### config.mk
export PLATFORM = sky130hd
export DESIGN_NAME = cell_fifo_mgr
export DESIGN_NICKNAME = d
export VERILOG_FILES = /design/src/rtl/cell_fifo_pkg.sv /design/src/rtl/ts_gray_sync.sv /design/src/rtl/hit_writer.sv /design/src/rtl/conv_reader.sv /design/src/rtl/cell_bank.sv /design/src/rtl/cell_fifo_mgr.sv
export SDC_FILE = /design/constraint.sdc
export NUM_CORES = 1
export LEC_CHECK = 0
export BUFFER_PORTS_ARGS = -buffer_cell sky130_fd_sc_hd__buf_4
export CAP_MARGIN = 20
export CELL_PAD_IN_SITES_DETAIL_PLACEMENT = 1
export CELL_PAD_IN_SITES_GLOBAL_PLACEMENT = 1
export CORE_MARGIN = 3
export CORE_UTILIZATION = 39
export CTS_CLUSTER_DIAMETER = 30
export DETAILED_ROUTE_END_ITERATION = 12
export PLACE_DENSITY_LB_ADDON = 0.1
export SLEW_MARGIN = 20
export SYNTH_ARGS = -nofsm -noshare
export SYNTH_HDL_FRONTEND = slang
export SYNTH_SLANG_ARGS = --single-unit
### constraint.sdc
create_clock -name clk -period 2.8 [get_ports clk]
set_input_delay 0.14 -clock clk [delete_from_list [all_inputs] [get_ports clk]]
set_output_delay 0.14 -clock clk [all_outputs]
set_load 0.01 [all_outputs]
### src/rtl/cell_fifo_pkg.sv
// Shared state encodings for the two-cell sample memory manager.
package cell_fifo_pkg;
    typedef enum logic {
        W_ARM,
        W_RELEASE
    } wr_state_t;

    typedef enum logic [1:0] {
        R_IDLE,
        R_REQ,
        R_CONV
    } rd_state_t;
endpackage

### src/rtl/ts_gray_sync.sv
// Brings a Gray-coded counter value from a slower clock domain into clk
// through two flops, then decodes it to binary.
// Assumes the source changes by at most one bit per source clock.
module ts_gray_sync #(
    parameter int W = 24
) (
    input  logic         clk,
    input  logic         rst_n,
    input  logic [W-1:0] gray_i,
    output logic [W-1:0] bin_o
);
    logic [W-1:0] meta_q;
    logic [W-1:0] sync_q;

    // two-stage synchronizer on the Gray bus
    always_ff @(posedge clk) begin
        if (!rst_n) begin
            meta_q <= '0;
            sync_q <= '0;
        end else begin
            meta_q <= gray_i;
            sync_q <= meta_q;
        end
    end

    // Gray to binary: each bit is the XOR of all Gray bits at or above it
    always_comb begin
        bin_o[W-1] = sync_q[W-1];
        for (int i = W - 2; i >= 0; i--) begin
            bin_o[i] = bin_o[i+1] ^ sync_q[i];
        end
    end
endmodule

### src/rtl/hit_writer.sv
// Write machine: accepts one hit per trigger level and points at the next
// free cell. Counts hits that find the memory full, saturating.
// Assumes full_i reflects occupancy before the current edge.
module hit_writer
    import cell_fifo_pkg::*;
#(
    parameter int NCELL  = 2,
    parameter int LOST_W = 8,
    parameter int PTR_W  = 1
) (
    input  logic              clk,
    input  logic              rst_n,
    input  logic              trig_i,
    input  logic              full_i,
    output logic              push_o,
    output logic [PTR_W-1:0]  wptr_o,
    output logic [LOST_W-1:0] lost_o
);
    localparam logic [PTR_W-1:0] LAST = PTR_W'(NCELL - 1);

    wr_state_t state_q;
    logic      hit;

    assign hit    = (state_q == W_ARM) && trig_i;
    assign push_o = hit && !full_i;

    // arm / wait-for-release sequencing
    always_ff @(posedge clk) begin
        if (!rst_n) begin
            state_q <= W_ARM;
        end else if (state_q == W_ARM) begin
            if (trig_i) state_q <= W_RELEASE;
        end else if (!trig_i) begin
            state_q <= W_ARM;
        end
    end

    // write pointer advance with wrap
    always_ff @(posedge clk) begin
        if (!rst_n) begin
            wptr_o <= '0;
        end else if (push_o) begin
            wptr_o <= (wptr_o == LAST) ? '0 : wptr_o + 1'b1;
        end
    end

    // saturating count of dropped hits
    always_ff @(posedge clk) begin
        if (!rst_n) begin
            lost_o <= '0;
        end else if (hit && full_i && (lost_o != '1)) begin
            lost_o <= lost_o + 1'b1;
        end
    end
endmodule

### src/rtl/conv_reader.sv
// Read machine: requests a conversion for the oldest occupied cell, waits
// for acknowledge, then for done, and only then releases the cell.
module conv_reader
    import cell_fifo_pkg::*;
#(
    parameter int NCELL = 2,
    parameter int PTR_W = 1
) (
    input  logic             clk,
    input  logic             rst_n,
    input  logic             occupied_i,
    input  logic             conv_ack_i,
    input  logic             conv_done_i,
    output logic             pop_o,
    output logic             conv_req_o,
    output logic [PTR_W-1:0] rptr_o
);
    localparam logic [PTR_W-1:0] LAST = PTR_W'(NCELL - 1);

    rd_state_t state_q;

    assign conv_req_o = (state_q == R_REQ);
    assign pop_o      = (state_q == R_CONV) && conv_done_i;

    // idle -> request -> converting -> idle
    always_ff @(posedge clk) begin
        if (!rst_n) begin
            state_q <= R_IDLE;
        end else begin
            unique case (state_q)
                R_IDLE:  if (occupied_i) state_q <= R_REQ;
                R_REQ:   if (conv_ack_i) state_q <= R_CONV;
                R_CONV:  if (conv_done_i) state_q <= R_IDLE;
                default: state_q <= R_IDLE;
            endcase
        end
    end

    // read pointer advance with wrap on release
    always_ff @(posedge clk) begin
        if (!rst_n) begin
            rptr_o <= '0;
        end else if (pop_o) begin
            rptr_o <= (rptr_o == LAST) ? '0 : rptr_o + 1'b1;
        end
    end
endmodule

### src/rtl/cell_bank.sv
// Per-cell hold flags and captured timestamps. Assumes a push and a pop
// never address the same cell on one edge (guaranteed by occupancy).
module cell_bank #(
    parameter int NCELL = 2,
    parameter int TS_W  = 24,
    parameter int PTR_W = 1
) (
    input  logic             clk,
    input  logic             rst_n,
    input  logic             push_i,
    input  logic [PTR_W-1:0] wptr_i,
    input  logic             pop_i,
    input  logic [PTR_W-1:0] rptr_i,
    input  logic [TS_W-1:0]  ts_i,
    output logic [NCELL-1:0] hold_o,
    output logic [TS_W-1:0]  ts_rd_o
);
    logic [TS_W-1:0] ts_q [NCELL];

    for (genvar c = 0; c < NCELL; c++) begin : g_cell
        // freeze on push with timestamp capture, release on pop
        always_ff @(posedge clk) begin
            if (!rst_n) begin
                hold_o[c] <= 1'b0;
                ts_q[c]   <= '0;
            end else if (push_i && (wptr_i == PTR_W'(c))) begin
                hold_o[c] <= 1'b1;
                ts_q[c]   <= ts_i;
            end else if (pop_i && (rptr_i == PTR_W'(c))) begin
                hold_o[c] <= 1'b0;
            end
        end
    end

    assign ts_rd_o = ts_q[rptr_i];
endmodule

### src/rtl/cell_fifo_mgr.sv
// Top: one channel's FIFO-ordered sample memory with independent write and
// read machines and a per-cell coarse timestamp.
// Assumes ts_gray_i is Gray-coded and stable >= 3 cycles around a hit.
module cell_fifo_mgr #(
    parameter int NCELL  = 2,
    parameter int TS_W   = 24,
    parameter int LOST_W = 8,
    localparam int PTR_W = (NCELL > 1) ? $clog2(NCELL) : 1
) (
    input  logic              clk,
    input  logic              rst_n,
    input  logic              trig_i,
    input  logic [TS_W-1:0]   ts_gray_i,
    input  logic              conv_ack_i,
    input  logic              conv_done_i,
    output logic [NCELL-1:0]  hold_o,
    output logic [PTR_W-1:0]  wr_sel_o,
    output logic [PTR_W-1:0]  rd_sel_o,
    output logic              conv_req_o,
    output logic [TS_W-1:0]   conv_ts_o,
    output logic              full_o,
    output logic [LOST_W-1:0] lost_o
);
    localparam int CNT_W = $clog2(NCELL + 1);
    localparam logic [CNT_W-1:0] CNT_MAX = CNT_W'(NCELL);

    logic [TS_W-1:0]  ts_bin;
    logic             push;
    logic             pop;
    logic [CNT_W-1:0] occ_q;

    assign full_o = (occ_q == CNT_MAX);

    ts_gray_sync #(.W(TS_W)) u_sync (
        .clk    (clk),
        .rst_n  (rst_n),
        .gray_i (ts_gray_i),
        .bin_o  (ts_bin)
    );

    hit_writer #(.NCELL(NCELL), .LOST_W(LOST_W), .PTR_W(PTR_W)) u_wr (
        .clk    (clk),
        .rst_n  (rst_n),
        .trig_i (trig_i),
        .full_i (full_o),
        .push_o (push),
        .wptr_o (wr_sel_o),
        .lost_o (lost_o)
    );

    conv_reader #(.NCELL(NCELL), .PTR_W(PTR_W)) u_rd (
        .clk         (clk),
        .rst_n       (rst_n),
        .occupied_i  (occ_q != '0),
        .conv_ack_i  (conv_ack_i),
        .conv_done_i (conv_done_i),
        .pop_o       (pop),
        .conv_req_o  (conv_req_o),
        .rptr_o      (rd_sel_o)
    );

    cell_bank #(.NCELL(NCELL), .TS_W(TS_W), .PTR_W(PTR_W)) u_bank (
        .clk     (clk),
        .rst_n   (rst_n),
        .push_i  (push),
        .wptr_i  (wr_sel_o),
        .pop_i   (pop),
        .rptr_i  (rd_sel_o),
        .ts_i    (ts_bin),
        .hold_o  (hold_o),
        .ts_rd_o (conv_ts_o)
    );

    // occupancy count, push and pop on one edge cancel
    always_ff @(posedge clk) begin
        if (!rst_n) begin
            occ_q <= '0;
        end else begin
            unique case ({push, pop})
                2'b10:   occ_q <= occ_q + 1'b1;
                2'b01:   occ_q <= occ_q - 1'b1;
                default: occ_q <= occ_q;
            endcase
        end
    end
endmodule

## Word-level counts from Yosys, hierarchy flattened

Memories as Yosys holds them, arrays and structs flattened. A register that Yosys moved wholly into a read port is not among the register bits.
Cells that the tools add are included.

- $add $sub $neg: 5
- Eq/ne operators: 9
- Muxes and demuxes: 23
- Bitwise operators: 28
- Reductions and logical operators: 16

Operators by type and width:

| kind | count |
|---|---|
| 24-bit 2-to-1 mux | 2 |
| 1-bit bitwise XOR | 23 |
| 1-bit 2-to-1 mux | 16 |
| 1-bit logical AND | 9 |
| 8-bit by 1-bit adder with 8-bit output (second input constant) | 1 |
| 8-bit inequality test (second input constant) | 1 |
| 2-bit nonzero test | 4 |
| 2-bit equality test (second input constant) | 3 |
| 2-bit 2-to-1 mux | 3 |
| 2-bit one-hot mux with 3 select lines | 1 |
| 2-bit by 1-bit equality test with 1-bit output (second input constant) | 2 |
| 2-bit inequality test (second input constant) | 2 |
| 2-bit one-hot mux with 2 select lines | 1 |
| 1-bit inverter | 3 |
| 3-bit AND reduction | 1 |
| 1-bit adder (second input constant) | 2 |
| 2-bit by 1-bit adder with 2-bit output (second input constant) | 1 |
| 2-bit logical NOT | 1 |
| 2-bit by 1-bit inequality test with 1-bit output (second input constant) | 1 |
| 1-bit OR | 2 |
| 2-bit by 1-bit subtractor with 2-bit output (second input constant) | 1 |
| 1-bit logical NOT | 1 |

- Register bits: 65
- RAM bits: 48
- Input bits: 29
- Output and inout bits: 38
- Memories kept: 1

Memories:

| name | words | bits a word | read ports | clocked after Yosys merged registers in | write ports | line | RTL |
|---|---|---|---|---|---|---|---|
| u_bank.ts_q | 2 | 24 | 1 | 1 | 2 | cell_bank.sv:18 | `logic [TS_W-1:0] ts_q [NCELL];` |

## Logic depth before layout (Yosys ltp)

Gate-level depths: netlist (run 1).

- Depth after elaboration: 24
- Mapped depth: 7
- Depth with buffers taken out: 7

## By module

A second synthesis (run 1) with hierarchy kept.

- Cell total of the unflattened synthesis: 395
- Area, all modules: 4739.5 sq um

Modules (own cells, without submodules):

| module | instances | cells an instance | area an instance (sq um) | sequential area each (sq um) |
|---|---|---|---|---|
| cell_bank | 1 | 169 | 2182.1 | 1481.4 |
| ts_gray_sync | 1 | 148 | 1826.8 | 960.9 |
| hit_writer | 1 | 52 | 479.2 | 200.2 |
| conv_reader | 1 | 14 | 137.6 | 60.1 |
| cell_fifo_mgr | 1 | 12 | 113.9 | 40.0 |

## Least setup slack after synthesis (run 1)

No wires, ideal clock.

- Kind: register -> register
- Start: reg occ_q[0]
- End: mem u_bank.ts_q[0][0], enable pin
- Setup time: 438 ps
- Arrival time: 2593 ps
- Data required time: 2362 ps
- Slack: -231 ps
- Stages on the path, launching flop included: 5
- Path buffers: 0
- Period minus slack after synthesis: 3031 ps
- Cells stage by stage: dfxtp_1 > nor2b_1 > nor3b_2 > inv_1 > o21ai_0

RTL lines:

| what | line | RTL |
|---|---|---|
| start: declaration | cell_fifo_mgr.sv:30 | `logic [CNT_W-1:0] occ_q;` |
| start signal: assignment | cell_fifo_mgr.sv:80 | `2'b10: occ_q <= occ_q + 1'b1;` |
| start signal: assignment | cell_fifo_mgr.sv:81 | `2'b01: occ_q <= occ_q - 1'b1;` |
| start signal: assignment | cell_fifo_mgr.sv:82 | `default: occ_q <= occ_q;` |
| end: declaration | cell_bank.sv:18 |  |

==> results of run 1 <==
[registers in the layout, indices dropped and copies added, names as in the netlist, named ones only]
register / cells
u_bank.ts_q: 48
u_sync.meta_q: 24
u_sync.sync_q: 24
u_wr.lost_o: 8
occ_q: 2
u_bank.hold_o: 2
u_rd.state_q: 2
u_rd.rptr_o: 1
u_wr.state_q: 1
u_wr.wptr_o: 1
[metal layers]
metal	vias to the layer above	track usage
met5	-	0
met4	0	0.06888
li1	1408	-
met1	1400	0.1935
met2	63	0.2623
met3	8	0.05550
[power by group through the flow]
stage          clock, mW  combinational [mW]  sequential (mW)
2_1_floorplan          0               0.581             1.94
3_3_place_gp           0               0.806             1.95
3_5_place_dp           0               0.820             1.95
4_1_cts             2.10               0.865             1.92
5_1_grt             2.19               0.926             1.93
6_report            2.06               0.847             1.92
[layout make-up]
type,count,area share
Tap cell,143,0.02930
Multi-Input combinational cell,228,0.2891
Sequential cell,114,0.4525
Clock inverter,8,0.007172
Timing Repair Buffer,97,0.1299
Clock buffer,24,0.08770
Inverter,7,0.004303
[worst paths after layout]
| check | slack, ns | cells after the start | to |
|---|---|---|---|
| hold reg to reg | 0.43 | 1 | u_sync.sync_q[20]$_SDFF_PN0_ |
| setup reg to reg | 0.58 | 4 | u_bank.ts_q[0][4]$_SDFFCE_PN0P_ |
| hold / removal | 0.05 | 4 | u_rd.state_q[1]$_SDFFE_PN0P_ |
| setup / recovery | 0.58 | 4 | u_bank.ts_q[0][4]$_SDFFCE_PN0P_ |
[cells in the final DEF (no fill, tap or decap)]
cell type      count
a2111oi_0          1
a21oi_1            3
and2_1            49
buf_4             71
clkbuf_1           2
clkbuf_16         20
clkbuf_8           2
clkinv_2           6
clkinvlp_4         1
dfxtp_1           66
dlygate4sd3_1     26
edfxtp_1          48
ha_1               4
inv_1              7
inv_4              1
mux2_2            24
mux2i_1            1
nand2_1            7
nand3_1            5
nand4_1            1
nor2_1            63
nor2b_1            2
nor3_1             4
nor3b_1            1
nor3b_2            1
o2111ai_1          1
o21ai_0            4
o21ai_2            1
or3_1              3
xnor2_1           28
xnor2_2            2
xnor3_1            9
xnor3_2            2
xnor3_4            2
xor2_1             8
xor3_1             1
xor3_4             1
[worst min-delay path, stage by stage]
cell and delay [ns]:
buf_4 0.08, nor3b_1 0.04, a21oi_1 0.11, nor2_1 0.05
[cell families (layout without fill, tap and decap cells)]
kind of cell               after synthesis  in the layout  synth area share
and+or+nand+nor                        136            136            0.1458
DFF                                    114            114            0.5997
xor gates and xnor gates                53             53            0.1524
muxes                                   25             25           0.06084
buffers and inverters                   22            136           0.01793
AOI/OAI and AO/OA                       10             10           0.01249
adders and majority gates                4              4           0.01086
[repair_timing]
item / 4_1_cts / 5_1_grt
hold buffers: 26 / 0
endpoints found under the hold margin: 27 / 0
gates resized for setup: 0 / 0
endpoints found under the setup margin: 0 / 0
==> flow_summary.yaml, run 1 <==
floorplan:
  rows: 39
  initial_core_util: 0.4017
  coreArea_mm2: 0.01147
  fp.dieH_um: 114.7
  io_pins: 67
  fp.dieW_um: 114.7
  dieArea_mm2: 0.01315
layout:
  final_area_mm2: 0.006106
  fin_nets: 498
  fin_util: 0.5325
  area_delta_synth_final_pct: 32.54
  antennaDiodeCount: 0
  regArea_mm2: 0.002763
  drive_gt1_frac: 0.2803
  multi_input_area_mm2: 0.001765
  fillCellCount: 1186
  fin_cells: 621
timing:
  worst_slew_pin_slew_ns: 1.006
  holdWs_ns: 0.05148
  fin_crit_ns: 2.222
  finalCritPeriodShare: 0.7935
  setup_slack_ns: 0.5783
  relSlewSlack: 0.3291
  finalClockSkew_ns: 0.007066
  rsz0062_at_grt: "no"
  tns_ns: 0
  drv_slew: 0
  finalHoldViolCount: 0
  max_freq_mhz: 450.1
  setup_viol: 0
pwr:
  leakage_nw: 2.586
  pwr-share-seq: 0.398
  p_comb_frac: 0.176
  power_density_mw_per_mm2: 790.3
  p_sw_mw: 1.158
  sw_frac_of_total: 0.2401
  p_total_mw: 4.825
  intPower_mw: 3.667
  clkPwrFrac: 0.427
  ir_drop_mv: 0.3599
route:
  route.met3.wl_um: 495
  drc: 0
  wl_met1_mm: 4.189
  detail_route.wl_per_cell_um: 15.32
  routed.top_layer: "met4"
  detail-route-antenna-nets: 0
  drt_first_pass_iters: 4
  avgViaCountPerCell: 4.636
  met2_wirelength_mm: 4.716
  drt_iter0_markers: 112
  vias: 2879
  wl_mm: 9.512
clocking:
  insertion_delay_ns: 0.41
  htreeDepth: 4
  cts_made_buffers: 17
  cts_tree: "yes"
  post_cts_buffers: 0
  path_clk_slew_ns: 0.05
  clock_path_buffers: 2
  cts-root-buf: "clkbuf_16"
  cts.sinks: 114
setup_path:
  critPathArrivalTime_ns: 2.34
  worstPathMaxFanout: 8
  end_kind: "flip-flop"
  slowest_delay_ns: 0.57
  cp_slowest_cell: "xnor3_4"
  r2r-start: "u_sync.sync_q[22]$_SDFF_PN0_"
  startpoint_type: "flip-flop"
  worstSetupPathType: "flip-flop to flip-flop"
  path_cells: "xnor3_2 -> xnor3_4 -> xnor3_1 -> nor2_1"
  critPathRequiredTime_ns: 2.92
  cp_top_family: "XOR/XNOR gates"
  cp-startpoint: "u_sync.sync_q[22]$_SDFF_PN0_"
  crit_buf_inv: 0
logic_synthesis:
  synth.avg_cell_area_um2: 12.66
  ys_ff_latch: 114
  synth_area_leaders: "edfxtp_1 31%, dfxtp_1 29%, and2_1 6.7%"
  yosys.area.top_type: "edfxtp_1"
  synthCells: 364
  async_reset_ff_frac: 0
  yosys.area.top_type_share: 0.3129
  yosysMostFrequentCell: "dfxtp_1"
  ys_top_cells_by_count: "66 x dfxtp_1, 63 x nor2_1, 49 x and2_1, 48 x edfxtp_1, 28 x xnor2_1"
  synth_cell_types: 29
  ys_seq_area_frac: 0.5997
  synth-edff-count: 48
  synthesis.nets: 397
  mappedNetlistArea_mm2: 0.004607
  synth-main-ff-cell: "dfxtp_1"
  yosys_warnings: 0
outcome:
  outcome: "finished clean"
grt:
  grt_pass1_wl_mm: 15.71
  grt_max_degree: 56
  overflow: 0
  antenna_found_initial: 0
  grt_usage: 0.1610
  grt_pass1_vias: 3050
place:
  port_buffers: 66
  dp.cells: 563
  post-place-ws_ns: 0.5820
  gp_congestion: 0.6954
  dpl_cell_area_mm2: 0.005266
  place_hpwl_mm: 5.952
worst_hold_path:
  hold_path_startpoint: "conv_done_i"
  worstHoldPathType: "input port to flip-flop"
flow_run:
  max_cap_violations: 0
(Power assumes the default switching activity.)
==> run 2, diff against run 1 <==
- clock period: 2.8 -> 2 ns (I/O delays scaled with it)
==> run 2 against run 1 <==
- clock power is 52% higher
- largest power group unchanged
- critical endpoint is now u_bank.ts_q[1][2]$_SDFFCE_PN0P_
- maximum frequency increased by 11%
- the flow now finishes with violations (negative setup slack)
- highest routed layer unchanged
- core utilization is 3.0 points higher
==> flow_summary.yaml, run 2 (synthesized netlist as in run 1, its figures left out) <==
grt:
  overflow: 0
  grt_max_degree: 56
  grt_pass1_wl_mm: 16.01
  grt_usage: 0.1629
  antenna_found_initial: 0
  grt_pass1_vias: 3244
clocking:
  insertion_delay_ns: 0.41
  clock_path_buffers: 2
  path_clk_slew_ns: 0.05
  cts_tree: "yes"
  cts_made_buffers: 17
  htreeDepth: 4
  cts-root-buf: "clkbuf_16"
  cts.sinks: 114
timing:
  holdWs_ns: 0.04746
  drv_slew: 0
  finalCritPeriodShare: 1.001
  tns_ns: -0.001926
  max_freq_mhz: 499.5
  fin_crit_ns: 2.002
  setup_viol: 1
  finalClockSkew_ns: 0.009170
  relSlewSlack: 0.7189
  rsz0062_at_grt: "yes"
  worst_slew_pin_slew_ns: 0.4216
  setup_slack_ns: -0.001926
  finalHoldViolCount: 0
route:
  avgViaCountPerCell: 4.603
  drc: 0
  drt_first_pass_iters: 4
  detail_route.wl_per_cell_um: 15.33
  detail-route-antenna-nets: 0
  drt_iter0_markers: 94
  wl_mm: 9.887
  vias: 2969
floorplan:
  initial_core_util: 0.4017
  fp.dieH_um: 114.7
  coreArea_mm2: 0.01147
  rows: 39
  dieArea_mm2: 0.01315
  io_pins: 67
  fp.dieW_um: 114.7
setup_path:
  cp_slowest_cell: "xnor3_4"
  cp-startpoint: "u_sync.sync_q[17]$_SDFF_PN0_"
  worstPathMaxFanout: 7
  critPathRequiredTime_ns: 2.27
  slowest_delay_ns: 0.60
  end_kind: "flip-flop"
  path_cells: "xnor2_4 -> xnor2_2 -> xnor3_4 -> xnor3_1 -> nor2_1"
  r2r-start: "u_sync.sync_q[17]$_SDFF_PN0_"
  critPathArrivalTime_ns: 2.27
  worstSetupPathType: "flip-flop to flip-flop"
  startpoint_type: "flip-flop"
pwr:
  intPower_mw: 5.447
  sw_frac_of_total: 0.2331
  p_sw_mw: 1.655
  p_comb_frac: 0.181
  clkPwrFrac: 0.441
  ir_drop_mv: 0.5484
  power_density_mw_per_mm2: 1101
  p_total_mw: 7.102
  pwr-share-seq: 0.378
  leakage_nw: 2.767
layout:
  final_common_cell: "buf_4"
  largest_reg_flops: 48
  area_delta_synth_final_pct: 40.01
  regMostFlops: "u_bank.ts_q"
  fin_nets: 522
  mostFrequentLayoutCells: "92 x buf_4, 63 x nor2_1, 61 x dfxtp_1, 49 x and2_1, 48 x edfxtp_1"
  antennaDiodeCount: 0
  drive_gt1_frac: 0.3406
  top_regs: "u_bank.ts_q (48), u_sync.meta_q (24), u_sync.sync_q (24)"
outcome:
  outcome: "finished with violations"
  violations: "negative setup slack"
place:
  port_buffers: 66
  gp_congestion: 0.7132
  place_hpwl_mm: 6.167
flow_run:
  max_cap_violations: 0
worst_hold_path:
  hold_path_startpoint: "conv_done_i"
  worstHoldPathType: "input port to flip-flop"
run 2: cell count changes in the layout (fill, tap and decap cells not counted), moves of 3 or more:
cell / change
dfxtp_1: -5
xnor2_1: -6
bufinv_16: +3
dfxtp_2: +3
buf_4: +21
xnor2_2: +5
run 2: worst paths after layout:
kind / end / slack [ns] / cells after the start
setup reg to reg: u_bank.ts_q[1][2]$_SDFFCE_PN0P_ / -0.002 / 5
setup / recovery: u_bank.ts_q[1][2]$_SDFFCE_PN0P_ / -0.002 / 5
hold / removal: u_rd.state_q[1]$_SDFFE_PN0P_ / 0.05 / 4
hold reg to reg: u_sync.sync_q[23]$_SDFF_PN0_ / 0.43 / 1
run 2: final cells by class:
| cell class | count | area (µm²) |
|---|---|---|
| fillers | 1154 | 5017 |
| flip-flops and latches | 114 | 2774 |
| multi-input cells | 228 | 1848 |
| repair buffers | 121 | 1002 |
| clock buffers | 21 | 491.7 |
| well taps | 143 | 178.9 |
| clock inverters | 11 | 128.9 |
| inverters | 7 | 26.28 |
run 2: routing by layer:
layer,vias to the layer above,GRT usage,share of wire
met4,0,0.06176,0.0075
met1,1431,0.1867,0.43
met2,69,0.2771,0.51
met3,7,0.05973,0.053
li1,1462,-,-
met5,-,0,0
run 2: power groups by stage:
stage	Clock (mW)	Sequential (mW)	Combinational (mW)
global route	3.31	2.70	1.39
finish	3.13	2.69	1.28
detailed placement	0	2.73	1.21
CTS	3.20	2.69	1.28
floorplan	0	2.72	0.796
global placement	0	2.72	1.19
run 2: through the flow:
step                      setup WS [ns]  cell area [µm²]    util  std cells
final                         -0.001926             6450  0.5625        645
after global placement          0.01443             5434  0.4739        582
after detailed placement       -0.04840             5434  0.4739        582
after floorplan                -0.02549             4611       -        364
after CTS                      0.003542             6376  0.5560        642
after global routing           -0.08694             6450  0.5625        645
run 2: what timing repair did:
action                                 in CTS  in global routing
setup buffers                               2                  3
gates resized for setup                     9                  9
pin swaps                                   8                  9
hold buffers                               26                  0
endpoints found under the hold margin      27                  0
setup endpoints to repair                  12                 21
run 2: critical path: cells and delay by family, from the launching register on:
kind,cells,cell delay [ns]
DFF,1,0.41
and+or+nand+nor,1,0.13
xor gates and xnor gates,4,1.32
==> run 3, diff against run 2 <==
- SETUP_SLACK_MARGIN: not set -> 0.15
- SYNTH_HIERARCHICAL: not set -> 1
==> run 3 against run 2 <==
- maximum frequency fell by 9.1%
- clock skew down 0.0034 ns
- register-to-register slack lost 0.20 ns
- flip-flop and latch count is 1 lower
- largest cell class unchanged
- total power down 4.1%
- worst hold slack better by 0.019 ns
- non-clock buffer count is 9 higher
- the flow still finishes with violations (negative setup slack)
==> flow_summary.yaml, run 3 <==
pwr:
  p_comb_frac: 0.205
  leakage_nw: 2.796
  clkPwrFrac: 0.403
  power_density_mw_per_mm2: 1040
  sw_frac_of_total: 0.2375
  pwr-share-seq: 0.392
  ir_drop_mv: 0.6388
  intPower_mw: 5.193
  p_sw_mw: 1.618
layout:
  top_regs: "u_bank/ts_q (48), u_sync/meta_q (24), u_sync/sync_q (24)"
  final_common_cell: "buf_4"
  area_delta_synth_final_pct: 38.12
  antennaDiodeCount: 0
  mostFrequentLayoutCells: "97 x buf_4, 63 x dfxtp_1, 52 x nor2_1, 51 x and2_1, 48 x edfxtp_1"
  drive_gt1_frac: 0.3476
  fin_nets: 556
  fin_cells: 681
  largest_reg_flops: 48
  regMostFlops: "u_bank/ts_q"
setup_path:
  path_cells: "xnor3_2 -> xor3_2 -> xnor2_4 -> buf_6 -> buf_4 -> xnor2_2 -> nand2_2 -> nor2_2"
  cp_slowest_cell: "xor3_2"
  worstSetupPathType: "flip-flop to flip-flop"
  critPathRequiredTime_ns: 2.14
  worstPathMaxFanout: 5
  cp_top_family: "XOR/XNOR gates"
  crit_buf_inv: 2
  startpoint_type: "flip-flop"
  slowest_delay_ns: 0.47
  critPathArrivalTime_ns: 2.35
  end_kind: "flip-flop"
clocking:
  htreeDepth: 4
  insertion_delay_ns: 0.40
  cts_tree: "yes"
  cts-root-buf: "clkbuf_16"
  cts_made_buffers: 17
  path_clk_slew_ns: 0.05
  cts.sinks: 113
  clock_path_buffers: 2
timing:
  setup_slack_ns: -0.2032
  finalHoldViolCount: 0
  worst_slew_pin_slew_ns: 0.3381
  setup_viol: 30
  drv_slew: 0
  tns_ns: -4.065
  finalCritPeriodShare: 1.102
  finalClockSkew_ns: 0.005799
  relSlewSlack: 0.7743
  fin_crit_ns: 2.203
  max_freq_mhz: 453.9
  rsz0062_at_grt: "yes"
logic_synthesis:
  synth.area.mux_share: 0.06283
  yosys.area.top_type_share: 0.3041
  synth_xor_area_frac: 0.1191
  synthCells: 395
  synth-main-ff-cell: "dfxtp_1"
  yosysMostFrequentCell: "dfxtp_1"
  synthSimpleGateAreaFrac: 0.1758
  async_reset_ff_frac: 0
  mappedNetlistArea_mm2: 0.004740
  synth-compound-area-share: 0.02508
  synth-edff-count: 48
  synth_top_family_by_area: "simple AND/OR/NAND/NOR gates"
  ys_ff_latch: 113
  synth_area_leaders: "edfxtp_1 30%, dfxtp_1 27%, and2_1 6.7%"
  yosys_warnings: 6
  yosys.area.top_type: "edfxtp_1"
  synthAdderAreaFrac: 0.005280
  synth.avg_cell_area_um2: 12.00
  synthesis.nets: 426
  ys_seq_area_frac: 0.5787
  synth_cell_types: 52
  ys_top_cells_by_count: "65 x dfxtp_1, 54 x nor2_1, 51 x and2_1, 48 x edfxtp_1, 33 x nand2_1"
route:
  detail_route.wl_per_cell_um: 14.08
  vias: 3117
  drt_iter0_markers: 89
  wl_mm: 9.590
  drt_first_pass_iters: 4
  avgViaCountPerCell: 4.577
  drc: 0
  detail-route-antenna-nets: 0
grt:
  antenna_found_initial: 0
  gr-usage-met2: 0.2582
  grt_pass1_wl_mm: 16.10
  grt_use_met1: 0.1918
  grt_pass1_vias: 3282
  grt_usage: 0.1555
  grt_max_degree: 47
  overflow: 0
  use_met3: 0.04352
  grt.busiest_layer: "met2"
floorplan:
  fp.dieH_um: 116.2
  initial_core_util: 0.4064
  fp.dieW_um: 116.2
  io_pins: 67
  dieArea_mm2: 0.01351
  rows: 39
  coreArea_mm2: 0.01166
flow_run:
  max_cap_violations: 0
outcome:
  outcome: "finished with violations"
  violations: "negative setup slack"
place:
  port_buffers: 66
  gp_congestion: 0.7318
  place_hpwl_mm: 6.301
  dp.cells: 615
worst_hold_path:
  worstHoldPathType: "input port to flip-flop"
[run 3: cell count changes after synthesis, sizes merged, moves of 3 or more]
cell    delta
xnor3      -6
clkbuf    -10
nand2     +26
xnor2      -3
buf       +14
nand2b     +3
nor2       -9
xor2       +4
[run 3: layer usage]
layer,vias up,wire length [µm]
met5,-,0
met4,0,134
met3,13,320
met2,56,4785
met1,1476,4349
li1,1572,-
[run 3: path summary, 6_finish.rpt]
check / from / endpoint / slack, ns / cells after the start
setup / recovery: u_sync/sync_q[20]$_SDFF_PN0_ / u_bank/ts_q[1][4]$_SDFFCE_PN0P_ / -0.20 / 8
hold reg to reg: u_sync/meta_q[22]$_SDFF_PN0_ / u_sync/sync_q[22]$_SDFF_PN0_ / 0.43 / 1
setup reg to reg: u_sync/sync_q[20]$_SDFF_PN0_ / u_bank/ts_q[1][4]$_SDFFCE_PN0P_ / -0.20 / 8
hold / removal: rst_n / u_wr/lost_o[7]$_SDFFE_PN0P_ / 0.07 / 2
[run 3: worst reg2reg max path, cell delays in order (launching register included)]
cell and delay (ns):
dfxtp_2 0.33, xnor3_2 0.44, xor3_2 0.48, xnor2_4 0.17
buf_6 0.14, buf_4 0.13, xnor2_2 0.13, nand2_2 0.09
nor2_2 0.04
[run 3: stage by stage]
step                area (µm²)  hold WS, ns  total power [mW]  setup WS, ns  utilization
finish                    6546      0.06615             6.811       -0.2032       0.5613
global route              6546      0.06217             7.133       -0.2595       0.5613
CTS                       6495      0.04670             6.835       -0.2196       0.5569
detailed placement        5568       0.3078             3.924       -0.2392       0.4774
global placement          5568       0.3008             3.891       -0.1566       0.4774
floorplan                 4775       0.2046             3.498       -0.1020            -
[run 3: layout make-up]
cell class                 count  area (µm²)
tap                          143       178.9
fill                        1198        5116
timing repair buffer         130        1100
clock inverter                 4       20.02
sequential                   113        2745
multi-input combinational    256        1938
clock buffer                  28       538.0
inverter                       7       26.28
[run 3: power by group through the flow]
stage | clock [mW] | combinational (mW) | sequential (mW)
floorplan | 0 | 0.804 | 2.69
global placement | 0 | 1.20 | 2.70
detailed placement | 0 | 1.22 | 2.71
CTS | 2.82 | 1.35 | 2.67
global route | 2.93 | 1.52 | 2.69
finish | 2.75 | 1.40 | 2.67
[run 3: what timing repair did]
action / 4_1_cts / 5_1_grt
buffers inserted: 4 / 2
gates resized for setup: 9 / 10
pin swaps: 8 / 6
endpoints found under the setup margin: 81 / 83
hold endpoints to repair: 27 / 0
gates cloned: 1 / 0
hold buffers: 27 / 0
[run 3: cells by family (layout without fill, tap and decap cells)]
| logic type | after synthesis | after routing |
|---|---|---|
| compound gates | 17 | 17 |
| xor+xnor | 48 | 48 |
| fa+ha+maj | 2 | 2 |
| buf+inv | 26 | 169 |
| flops | 113 | 113 |
| mux | 26 | 26 |
| simple gates | 163 | 163 |
